<file path="src/rtl/irq_prio_pkg.sv">
package irq_prio_pkg;
  typedef enum logic [2:0] {
    OP_NOP          = 3'd0,
    OP_EOI_ANY      = 3'd1,
    OP_EOI_ANY_ROT  = 3'd2,
    OP_EOI_LINE     = 3'd3,
    OP_EOI_LINE_ROT = 3'd4,
    OP_SET_BASE     = 3'd5
  } irq_op_e;
endpackage

</file>
<file path="src/rtl/irq_prio_resolve.sv">
// Rotating priority search: relative index 0 is the line at the base.
module irq_prio_resolve #(
  parameter int NL = 8,
  localparam int LW = $clog2(NL),
  localparam int PW = $clog2(NL + 1)
) (
  input  logic [NL-1:0] vec,
  input  logic [LW-1:0] base,
  output logic [PW-1:0] rel,
  output logic [LW-1:0] line,
  output logic          hit
);
  function automatic logic [LW-1:0] wrap_add(input int a, input int b);
    int s;
    s = a + b;
    if (s >= NL) s = s - NL;
    return LW'(s);
  endfunction

  always_comb begin
    rel = PW'(NL);
    for (int i = NL - 1; i >= 0; i--) begin
      if (vec[wrap_add(i, int'(base))]) rel = PW'(i);
    end
    line = wrap_add(int'(rel), int'(base));
    hit  = (rel != PW'(NL));
  end
endmodule

</file>
<file path="src/rtl/irq_req_capture.sv">
// Per-line request capture, edge or level, with acknowledge clear for edge lines.
module irq_req_capture #(
  parameter int NL = 8
) (
  input  logic          clk,
  input  logic          rst_n,
  input  logic [NL-1:0] req_in,
  input  logic [NL-1:0] trig_level,
  input  logic [NL-1:0] ack_clr,
  output logic [NL-1:0] irr,
  output logic [NL-1:0] rise
);
  logic [NL-1:0] prev_q;

  for (genvar g = 0; g < NL; g++) begin : g_line
    assign rise[g] = req_in[g] & ~prev_q[g];

    always_ff @(posedge clk or negedge rst_n) begin
      if (!rst_n) begin
        prev_q[g] <= 1'b0;
        irr[g]    <= 1'b0;
      end else begin
        prev_q[g] <= req_in[g];
        if (trig_level[g]) irr[g] <= req_in[g];
        else               irr[g] <= (irr[g] & ~ack_clr[g]) | rise[g];
      end
    end

    // an edge on an edge-mode line is captured
    p_edge_set_r1: assert property (@(posedge clk) disable iff (!rst_n)
      (!trig_level[g] && req_in[g] && !prev_q[g]) |=> irr[g]);
    // a level-mode line copies the input
    p_level_follow_r2: assert property (@(posedge clk) disable iff (!rst_n)
      trig_level[g] |=> (irr[g] == $past(req_in[g])));
    // acknowledge clears an edge line absent a fresh edge
    p_edge_ack_clr_r8: assert property (@(posedge clk) disable iff (!rst_n)
      (ack_clr[g] && !trig_level[g] && !(req_in[g] && !prev_q[g])) |=> !irr[g]);
  end
endmodule

</file>
<file path="src/rtl/irq_isr_ctrl.sv">
// In-service register and priority base, updated by commands and acknowledge.
module irq_isr_ctrl
  import irq_prio_pkg::*;
#(
  parameter int NL = 8,
  localparam int LW = $clog2(NL)
) (
  input  logic          clk,
  input  logic          rst_n,
  input  logic          cmd_valid,
  input  logic [2:0]    cmd_op,
  input  logic [LW-1:0] cmd_line,
  input  logic          isr_hit,
  input  logic [LW-1:0] isr_line,
  input  logic          ack_fire,
  input  logic [LW-1:0] ack_line,
  input  logic          auto_eoi,
  input  logic          rot_on_aeoi,
  output logic [NL-1:0] isr,
  output logic [LW-1:0] base
);
  function automatic logic [LW-1:0] next_line(input logic [LW-1:0] l);
    int s;
    s = int'(l) + 1;
    if (s >= NL) s = 0;
    return LW'(s);
  endfunction

  irq_op_e       op;
  logic [NL-1:0] isr_nxt;
  logic [LW-1:0] base_nxt;

  assign op = irq_op_e'(cmd_op);

  always_comb begin
    isr_nxt  = isr;
    base_nxt = base;
    if (cmd_valid) begin
      unique case (op)
        OP_EOI_ANY:      if (isr_hit) isr_nxt[isr_line] = 1'b0;
        OP_EOI_ANY_ROT:  if (isr_hit) begin
                           isr_nxt[isr_line] = 1'b0;
                           base_nxt = next_line(isr_line);
                         end
        OP_EOI_LINE:     isr_nxt[cmd_line] = 1'b0;
        OP_EOI_LINE_ROT: begin
                           isr_nxt[cmd_line] = 1'b0;
                           base_nxt = next_line(cmd_line);
                         end
        OP_SET_BASE:     base_nxt = next_line(cmd_line);
        default:         ;
      endcase
    end
    if (ack_fire) begin
      if (!auto_eoi)        isr_nxt[ack_line] = 1'b1;
      else if (rot_on_aeoi) base_nxt = next_line(ack_line);
    end
  end

  always_ff @(posedge clk or negedge rst_n) begin
    if (!rst_n) begin
      isr  <= '0;
      base <= '0;
    end else begin
      isr  <= isr_nxt;
      base <= base_nxt;
    end
  end

  // an accepted acknowledge leaves its line in service
  p_ack_isr_r6: assert property (@(posedge clk) disable iff (!rst_n)
    (ack_fire && !auto_eoi) |=> isr[$past(ack_line)]);
  // automatic end-of-interrupt sets no in-service bit
  p_aeoi_noset_r7: assert property (@(posedge clk) disable iff (!rst_n)
    (ack_fire && auto_eoi && !cmd_valid) |=> (isr == $past(isr)));
  // unknown command codes leave state alone
  p_nop_r11: assert property (@(posedge clk) disable iff (!rst_n)
    (cmd_valid && (cmd_op == 3'd0 || cmd_op > 3'd5) && !ack_fire)
      |=> ($stable(isr) && $stable(base)));
endmodule

</file>
<file path="src/rtl/irq_prio_core.sv">
module irq_prio_core #(
  parameter int NL = 8,
  localparam int LW = $clog2(NL),
  localparam int PW = $clog2(NL + 1)
) (
  input  logic          clk,
  input  logic          rst_n,
  input  logic [NL-1:0] req_in,
  input  logic [NL-1:0] trig_level,
  input  logic          mask_we,
  input  logic [NL-1:0] mask_data,
  input  logic          ack,
  input  logic          auto_eoi,
  input  logic          rot_on_aeoi,
  input  logic          cmd_valid,
  input  logic [2:0]    cmd_op,
  input  logic [LW-1:0] cmd_line,
  output logic          int_out,
  output logic [LW-1:0] int_line,
  output logic [NL-1:0] irr,
  output logic [NL-1:0] isr,
  output logic [NL-1:0] imr,
  output logic [LW-1:0] prio_base
);
  logic [NL-1:0] cand, ack_clr, rise;
  logic [PW-1:0] cand_rel, svc_rel;
  logic [LW-1:0] svc_line;
  logic          cand_hit, svc_hit, ack_fire;

  always_ff @(posedge clk or negedge rst_n) begin
    if (!rst_n)       imr <= '0;
    else if (mask_we) imr <= mask_data;
  end

  assign cand     = irr & ~imr;
  assign int_out  = cand_rel < svc_rel;
  assign ack_fire = ack & int_out;
  assign ack_clr  = ack_fire ? (NL'(1) << int_line) : '0;

  irq_req_capture #(.NL(NL)) u_capture (
    .clk(clk), .rst_n(rst_n), .req_in(req_in), .trig_level(trig_level),
    .ack_clr(ack_clr), .irr(irr), .rise(rise)
  );

  irq_prio_resolve #(.NL(NL)) u_cand (
    .vec(cand), .base(prio_base), .rel(cand_rel), .line(int_line), .hit(cand_hit)
  );

  irq_prio_resolve #(.NL(NL)) u_svc (
    .vec(isr), .base(prio_base), .rel(svc_rel), .line(svc_line), .hit(svc_hit)
  );

  irq_isr_ctrl #(.NL(NL)) u_isr (
    .clk(clk), .rst_n(rst_n), .cmd_valid(cmd_valid), .cmd_op(cmd_op),
    .cmd_line(cmd_line), .isr_hit(svc_hit), .isr_line(svc_line),
    .ack_fire(ack_fire), .ack_line(int_line), .auto_eoi(auto_eoi),
    .rot_on_aeoi(rot_on_aeoi), .isr(isr), .base(prio_base)
  );

  // a raised interrupt names a pending, unmasked line
  p_int_valid_r4: assert property (@(posedge clk) disable iff (!rst_n)
    int_out |-> (cand_hit && irr[int_line] && !imr[int_line]));
  // an interrupt never names a line already in service
  p_int_not_svc_r4: assert property (@(posedge clk) disable iff (!rst_n)
    int_out |-> !isr[int_line]);
  // acknowledge without an interrupt leaves the in-service register alone
  p_ack_idle_r13: assert property (@(posedge clk) disable iff (!rst_n)
    (ack && !int_out && !cmd_valid) |=> $stable(isr));
  // mask load
  p_mask_load_r14: assert property (@(posedge clk) disable iff (!rst_n)
    mask_we |=> (imr == $past(mask_data)));
  // edge on an unmasked edge line never goes unreported while nothing is in service
  p_rise_seen_r1: assert property (@(posedge clk) disable iff (!rst_n)
    (|(rise & ~trig_level & ~mask_data) && mask_we && $countones(isr) == 0)
      |=> (|(irr & ~imr)));
endmodule

</file>
<file path="config.mk">
export PLATFORM = sky130hd
export DESIGN_NAME = irq_prio_core
export DESIGN_NICKNAME = d
export VERILOG_FILES = /design/src/rtl/irq_prio_pkg.sv /design/src/rtl/irq_prio_resolve.sv /design/src/rtl/irq_req_capture.sv /design/src/rtl/irq_isr_ctrl.sv /design/src/rtl/irq_prio_core.sv
export SDC_FILE = /design/constraint.sdc
export NUM_CORES = 1
export LEC_CHECK = 0
export BUFFER_PORTS_ARGS = -buffer_cell sky130_fd_sc_hd__buf_2
export CORE_UTILIZATION = 60
export DETAILED_ROUTE_END_ITERATION = 7
export PLACE_DENSITY_LB_ADDON = 0.25
export SYNTH_ARGS = -nofsm -noshare
export SYNTH_HDL_FRONTEND = slang
export SYNTH_HIERARCHICAL = 1
export SYNTH_SLANG_ARGS = --single-unit
export TNS_END_PERCENT = 10
</file>
<file path="constraint.sdc">
create_clock -name clk -period 9.85 [get_ports clk]
set_clock_uncertainty 0.15 [all_clocks]
set_input_delay 1.97 -clock clk [delete_from_list [all_inputs] [get_ports clk]]
set_output_delay 1.97 -clock clk [all_outputs]
set_load 0.02 [all_outputs]
</file>
==> out/results.tsv, run 1 <==
metric	value	unit
root_buffer	clkbuf_8	
num_rows	26	
cts_resized	0	
drt-wirelength-per-cell	17.40	µm
cts_inserted_buffers	5	
final_common_cell	buf_2	
cp_slowest_cell	xnor2_1	
die_x	76.80	µm
finalWirelength	8.509	mm
syn_inst	360	
vias_per_cell	6.417	
worstPathArrival	4.67	ns
layout_setup_ws	3.056	ns
core	0.005238	mm²
hold_viol	0	
port-buffer-count	67	
critical_path_buf_inv_count	2	
clock.fmax	147.2	MHz
cp-start-kind	flop	
max_stage_delay	0.85	ns
postRouteAntennaNets	0	
place_ws	3.483	ns
wirelength_met1	3.641	mm
max_cap_viol_count	0	
floorplan.initialDensity	64.09	%
finalSetupViolations	0	
grt_usage	30.01	%
post_cts_buffers	0	
route.met3.wl	529	µm
grt_pass1_vias	2942	
syn_nets	411	
gp_congestion	0.8645	
fin_nets	469	
diodes	0	
ys_warn_count	6	
synth_area_per_cell	9.325	µm²
htreeDepth	2	
dieArea	0.005898	mm²
tightest_slew	1.060	ns
tns	0	ns
routed.top_layer	met4	
clock_latency	0.30	ns
cts.path.max_buffers	2	
cts.reportedPaths.clkPinSlew	0.08	ns
drc	0	
critical_path_class	flop to output pin	
crit_fanout	15	
min_period	6.794	ns
finalMaxSlewViolations	0	
dr_wl_met2	4.147	mm
rsz0062_at_grt	no	
end_kind	output pin	
crit_required	7.73	ns
grt_pass1_wl	14.09	mm
drtPass1Iterations	5	
final_cell_mix	buf_2, dfrtp_1, mux2i_1	
die_height	76.80	µm
antenna_found_initial	0	
hpwlAfterDp	6.578	mm
overflow	0	
cts.sinks	35	
cts_hold_buf	0	
min-delay-path-class	flop to flop	
timing.hold.ws	0.3807	ns
relSlewSlack	28.81	%
outcome	finished, final reports clean	
critPathTopFamily	adder cells	
cp_cell_sequence	inv_1, ha_1, mux2i_1, mux2i_1, o221ai_1, o221ai_1, a22oi_1, a21oi_1, ha_1, fa_1, xnor2_1, buf_2	
grt_max_degree	36	
syn_area	0.003357	mm²
vias	3138	
finalCritPeriodShare	68.98	%
drive_gt1_share	27.92	%
tritoncts	built	
io_pins	68	
utilization	72.62	%
initialDrtViolationCount	263	
syn_to_final_growth	13.31	%
[flip-flops by register name, summed over array words and instances (netlist names)]
signal	cells
imr	8
u_capture/irr	8
u_capture/prev_q	8
u_isr/base	3
u_isr/isr	8
[path summary, 6_finish.rpt]
| check | slack, ns | end | cells past startpoint | from |
|---|---|---|---|---|
| max in group asynchronous | 7.48 | u_isr/isr[2] | 1 | rst_n |
| worst min register to register | 0.38 | u_capture/irr[1] | 1 | u_capture/irr[1] |
| min in group asynchronous | 1.58 | imr[5] | 1 | rst_n |
| worst min-delay path | 0.38 | u_capture/irr[1] | 1 | u_capture/irr[1] |
| worst max-delay path | 3.06 | int_line[2] | 12 | u_isr/base[1] |
| worst max register to register | 4.66 | u_isr/base[2] | 16 | u_isr/base[1] |
[worst register-to-register path: stages, from the launching register on]
cell and delay [ns]:
dfrtp_1 0.65, inv_1 0.22, ha_1 0.59, mux2_4 0.35, mux4_2 0.45, or2_0 0.30, or4_4 0.65, inv_2 0.07
inv_1 0.04, ha_1 0.30, a21oi_1 0.24, nand2_1 0.09, nor2_1 0.22, nand3_1 0.30, nand2_1 0.16, o22ai_1 0.08
a31o_2 0.22
[final cells by class]
cell class / count / area, µm²
inverter: 19 / 71.32
clock buffer: 5 / 68.82
tap: 70 / 87.58
timing repair buffer: 68 / 342.8
fill: 388 / 1434
sequential: 35 / 875.8
multi-input combinational: 289 / 2310
clock inverter: 3 / 47.55
[per-layer routing]
layer	up-vias	track usage, %
met2	140	49.29
li1	1467	-
met3	19	4.048
met4	0	10.96
met5	-	0
met1	1512	40.18
[through the flow]
stage,instances,instance area (µm²)
6_report,489,3804
5_1_grt,489,3804
4_1_cts,489,3804
3_5_place_dp,481,3687
3_3_place_gp,481,3687
2_1_floorplan,360,3357
Power of run 1 is left out: the tool's default activity adds up to more than one toggle a clock period on the data nets, which glitch-free logic cannot reach.
==> run 2, diff against run 1 <==
Settings changed: CORE_UTILIZATION 60 to 51.
Clock period 9.85 ns to 5.8 ns, I/O delays scaled along.
==> out/results.tsv, run 2 (synthesis gave the netlist of run 1 again) <==
metric	value	unit	change
initialDrtViolationCount	181		-31%
cts.sinks	35		unchanged
dieArea	0.006911	mm²	+17%
max_cap_viol_count	0		unchanged
reg2reg_slack	0.94	ns	-3.72 ns
root_buffer	clkbuf_8		
syn_to_final_growth	14.83	%	
critical_path_buf_inv_count	3		+1
end_kind	output pin		
num_rows	29		+12%
seqCellArea	875.8	µm²	unchanged
io_pins	68		unchanged
vias	3093		-1.4%
tightest_slew	0.7864	ns	-0.2738 ns
antenna_found_initial	0		unchanged
cts_hold_buf	0		unchanged
min-delay-path-class	flop to flop		
finalWirelength	8.566	mm	+0.67%
floorplan.initialDensity	52.87	%	-11 points
post_cts_buffers	0		unchanged
cts.path.max_buffers	2		unchanged
final_cell_mix	buf_2, dfrtp_1, mux2i_1		
final_common_cell	buf_2		
gp_congestion	0.8750		+1.2%
crit_fanout	17		+2
crit_top_cell	ha_1		
multi_input_area	0.002322	mm²	+0.54%
crit_required	4.49	ns	-3.24 ns
cp_cell_sequence	buf_4, inv_1, ha_1, mux2_4, mux4_2, nor2_1, a21oi_1, o21ai_0, ha_1, o211ai_1, nor2_2, nor2b_1, buf_2		
hold_viol	0		unchanged
grt_pass1_wl	14.16	mm	+0.49%
grt_pass1_vias	2938		-0.14%
finalCritPeriodShare	95.56	%	
die_height	83.13	µm	+8.2%
drc	0		unchanged
drive_gt1_share	28.84	%	+0.92 points
outcome	finished, final reports clean		
vias_per_cell	6.186		-3.6%
cts_resized	0		unchanged
grt_max_degree	36		unchanged
diodes	0		unchanged
cts.reportedPaths.clkPinSlew	0.08	ns	about the same
finalSetupViolations	0		unchanged
drtPass1Iterations	4		-1
die_x	83.13	µm	+8.2%
drt-wirelength-per-cell	17.13	µm	-1.5%
port-buffer-count	67		unchanged
tns	0	ns	unchanged
worstPathArrival	4.23	ns	-0.44 ns
postRouteAntennaNets	0		unchanged
clock_latency	0.29	ns	about the same
grt_usage	25.16	%	-4.9 points
cp-start-kind	flop		
hpwlAfterDp	6.654	mm	+1.2%
cp_slowest_cell	ha_1		
critPathTopFamily	multiplexers		
htreeDepth	2		unchanged
max_stage_delay	0.54	ns	-0.31 ns
relSlewSlack	47.57	%	+19 points
min_period	5.542	ns	
clock.fmax	180.4	MHz	
fin_nets	473		+0.85%
rsz0062_at_grt	no		
fillerInstances	550		+42%
overflow	0		unchanged
tritoncts	built		
cts_inserted_buffers	5		unchanged
finalMaxSlewViolations	0		unchanged
core	0.006350	mm²	+21%
critical_path_class	flop to output pin		
==> run 2: changes by cell type in the layout (fill, tap and decap cells not counted) <==
cell   previous run  this run
ha_1             12        11
ha_4              0         1
buf_4             1         5
==> run 2: path summary, 6_finish.rpt <==
| kind | startpoint | to | cells after the start |
|---|---|---|---|
| worst max register to register | u_isr/base[0] | u_isr/base[2] | 16 |
| worst min register to register | u_capture/irr[6] | u_capture/irr[6] | 1 |
| max in group asynchronous | rst_n | u_capture/prev_q[7] | 1 |
| worst min-delay path | u_capture/irr[6] | u_capture/irr[6] | 1 |
| worst max-delay path | u_isr/base[0] | int_out | 13 |
| min in group asynchronous | rst_n | u_isr/isr[6] | 1 |
==> run 2: per-stage QoR <==
stage               area, µm²  std cells  utilization, %  setup slack (ns)  hold WS (ns)
finish                   3855        500           60.71            0.2578        0.3744
global route             3855        500           60.71           0.01652        0.4057
CTS                      3842        500           60.51            0.1519        0.3824
detailed placement       3726        492           58.68            0.4744        0.3642
global placement         3726        492           58.68            0.5841        0.3568
floorplan                3357        360               -            0.2627        0.3847
==> run 2: final cells by class <==
cell class	count	area share [%]
sequential	35	22.72
inverter	19	1.850
clock buffer	5	1.785
clock inverter	3	1.233
tap	77	2.499
multi-input combinational	289	60.24
timing repair buffer	72	9.672
==> run 2: routing by layer <==
layer	vias to the layer above	GRT usage, %	part of all wire, %
met4	0	5.643	1.1
li1	1480	-	-
met5	-	0	0
met2	87	41.80	48
met3	9	2.684	3.7
met1	1517	35.45	47
Power of run 2 is left out for the same reason.
==> run 3, diff against run 2 <==
Settings changed: CORE_MARGIN from default to 2, REMOVE_ABC_BUFFERS from default to 1.
==> out/results.tsv, run 3 (synthesis gave the netlist of run 1 again) <==
metric	value	unit	change
min_period	5.460	ns	-0.08213 ns
die_x	85.13	µm	+2.4%
tritoncts	built		
floorplan.initialDensity	52.87	%	unchanged
fin_nets	472		-0.21%
clock.fmax	183.1	MHz	+1.5%
stdcell_count	499		-0.20%
hpwlAfterDp	6.634	mm	-0.30%
critical_path_buf_inv_count	4		+1
root_buffer	clkbuf_8		
syn_to_final_growth	14.24	%	
critPathTopFamily	simple AND/OR/NAND/NOR gates		
postRouteAntennaNets	0		unchanged
min-delay-path-class	flop to flop		
grt_pass1_wl	14.22	mm	+0.44%
io_pins	68		unchanged
finalWirelength	8.598	mm	+0.37%
grt_max_degree	36		unchanged
finalSetupViolations	0		unchanged
tightest_slew	0.7770	ns	-0.009404 ns
end_kind	output pin		
cp_slowest_cell	or4_4		
critical_path_class	flop to output pin		
cp-start-kind	flop		
initialDrtViolationCount	205		+13%
crit_fanout	11		-6
vias_per_cell	6.176		-0.16%
diodes	0		unchanged
drtPass1Iterations	4		unchanged
max_cap_viol_count	0		unchanged
place_inst	491		-0.20%
timing.hold.ws	0.3800	ns	+0.005660 ns
relSlewSlack	48.20	%	+0.63 points
drc	0		unchanged
cts_inserted_buffers	5		unchanged
final_cell_mix	buf_2, dfrtp_1, mux2i_1		
cts.sinks	35		unchanged
drive_gt1_share	28.44	%	-0.41 points
utilization	60.39	%	-0.32 points
htreeDepth	2		unchanged
gp_congestion	0.8640		-1.3%
port-buffer-count	67		unchanged
grt_usage	24.01	%	-1.1 points
cts.reportedPaths.clkPinSlew	0.08	ns	about the same
crit_top_cell	ha_1		
clock_latency	0.29	ns	about the same
grt_pass1_vias	2910		-0.95%
worstPathArrival	4.15	ns	-0.08 ns
cts.path.max_buffers	2		unchanged
hold_viol	0		unchanged
finalMaxSlewViolations	0		unchanged
finalCritPeriodShare	94.14	%	-1.4 points
post_cts_buffers	0		unchanged
max_stage_delay	0.57	ns	+0.03 ns
crit_required	4.49	ns	about the same
core	0.006350	mm²	unchanged
cp_cell_sequence	buf_4, inv_1, ha_1, mux2_4, mux4_2, or2_0, or4_4, inv_2, ha_1, o211ai_1, nor2_2, nor2b_1, buf_2		
cts_hold_buf	0		unchanged
final_common_cell	buf_2		
num_rows	29		unchanged
outcome	finished, final reports clean		
antenna_found_initial	0		unchanged
vias	3082		-0.36%
dieArea	0.007247	mm²	+4.9%
drt-wirelength-per-cell	17.23	µm	+0.57%
rsz0062_at_grt	no		
tns	0	ns	unchanged
overflow	0		unchanged
cts_resized	0		unchanged
die_height	85.13	µm	+2.4%
-- run 3: cell count changes in the layout (fill, tap and decap cells not counted) --
| cell | delta |
|---|---|
| buf_4 | -1 |
| ha_4 | -1 |
| ha_1 | +1 |
-- run 3: layout make-up --
| type | instances | area, µm² |
|---|---|---|
| well taps | 77 | 96.34 |
| inverters | 19 | 71.32 |
| clock inverters | 3 | 47.55 |
| flip-flops and latches | 35 | 875.8 |
| fillers | 539 | 2515 |
| repair buffers | 71 | 365.4 |
| multi-input cells | 289 | 2310 |
| clock buffers | 5 | 68.82 |
-- run 3: metrics by stage --
| step | instance area (µm²) | setup WS, ns |
|---|---|---|
| final | 3835 | 0.3399 |
| after global routing | 3835 | 0.1586 |
| after CTS | 3835 | 0.3553 |
| after detailed placement | 3719 | 0.6915 |
| after global placement | 3719 | 0.8069 |
| after floorplan | 3257 | 0.07321 |
-- run 3: path summary, 6_finish.rpt --
kind,startpoint,endpoint,slack (ns),depth (start not counted)
setup / recovery,u_isr/base[1],int_out,0.34,13
hold / removal,u_capture/irr[3],u_capture/irr[3],0.38,1
setup reg to reg,u_isr/base[1],u_isr/isr[2],0.97,15
hold reg to reg,u_capture/irr[3],u_capture/irr[3],0.38,1
max in group asynchronous,rst_n,u_isr/isr[2],4.20,1
min in group asynchronous,rst_n,imr[4],0.79,1
-- run 3: layer usage --
metal	vias up	global-route usage [%]	share of wire [%]
li1	1494	-	-
met1	1460	35.67	46
met2	116	37.57	46
met3	12	3.696	6.5
met4	0	4.473	0.99
met5	-	0	0
Power of run 3 is left out for the same reason.
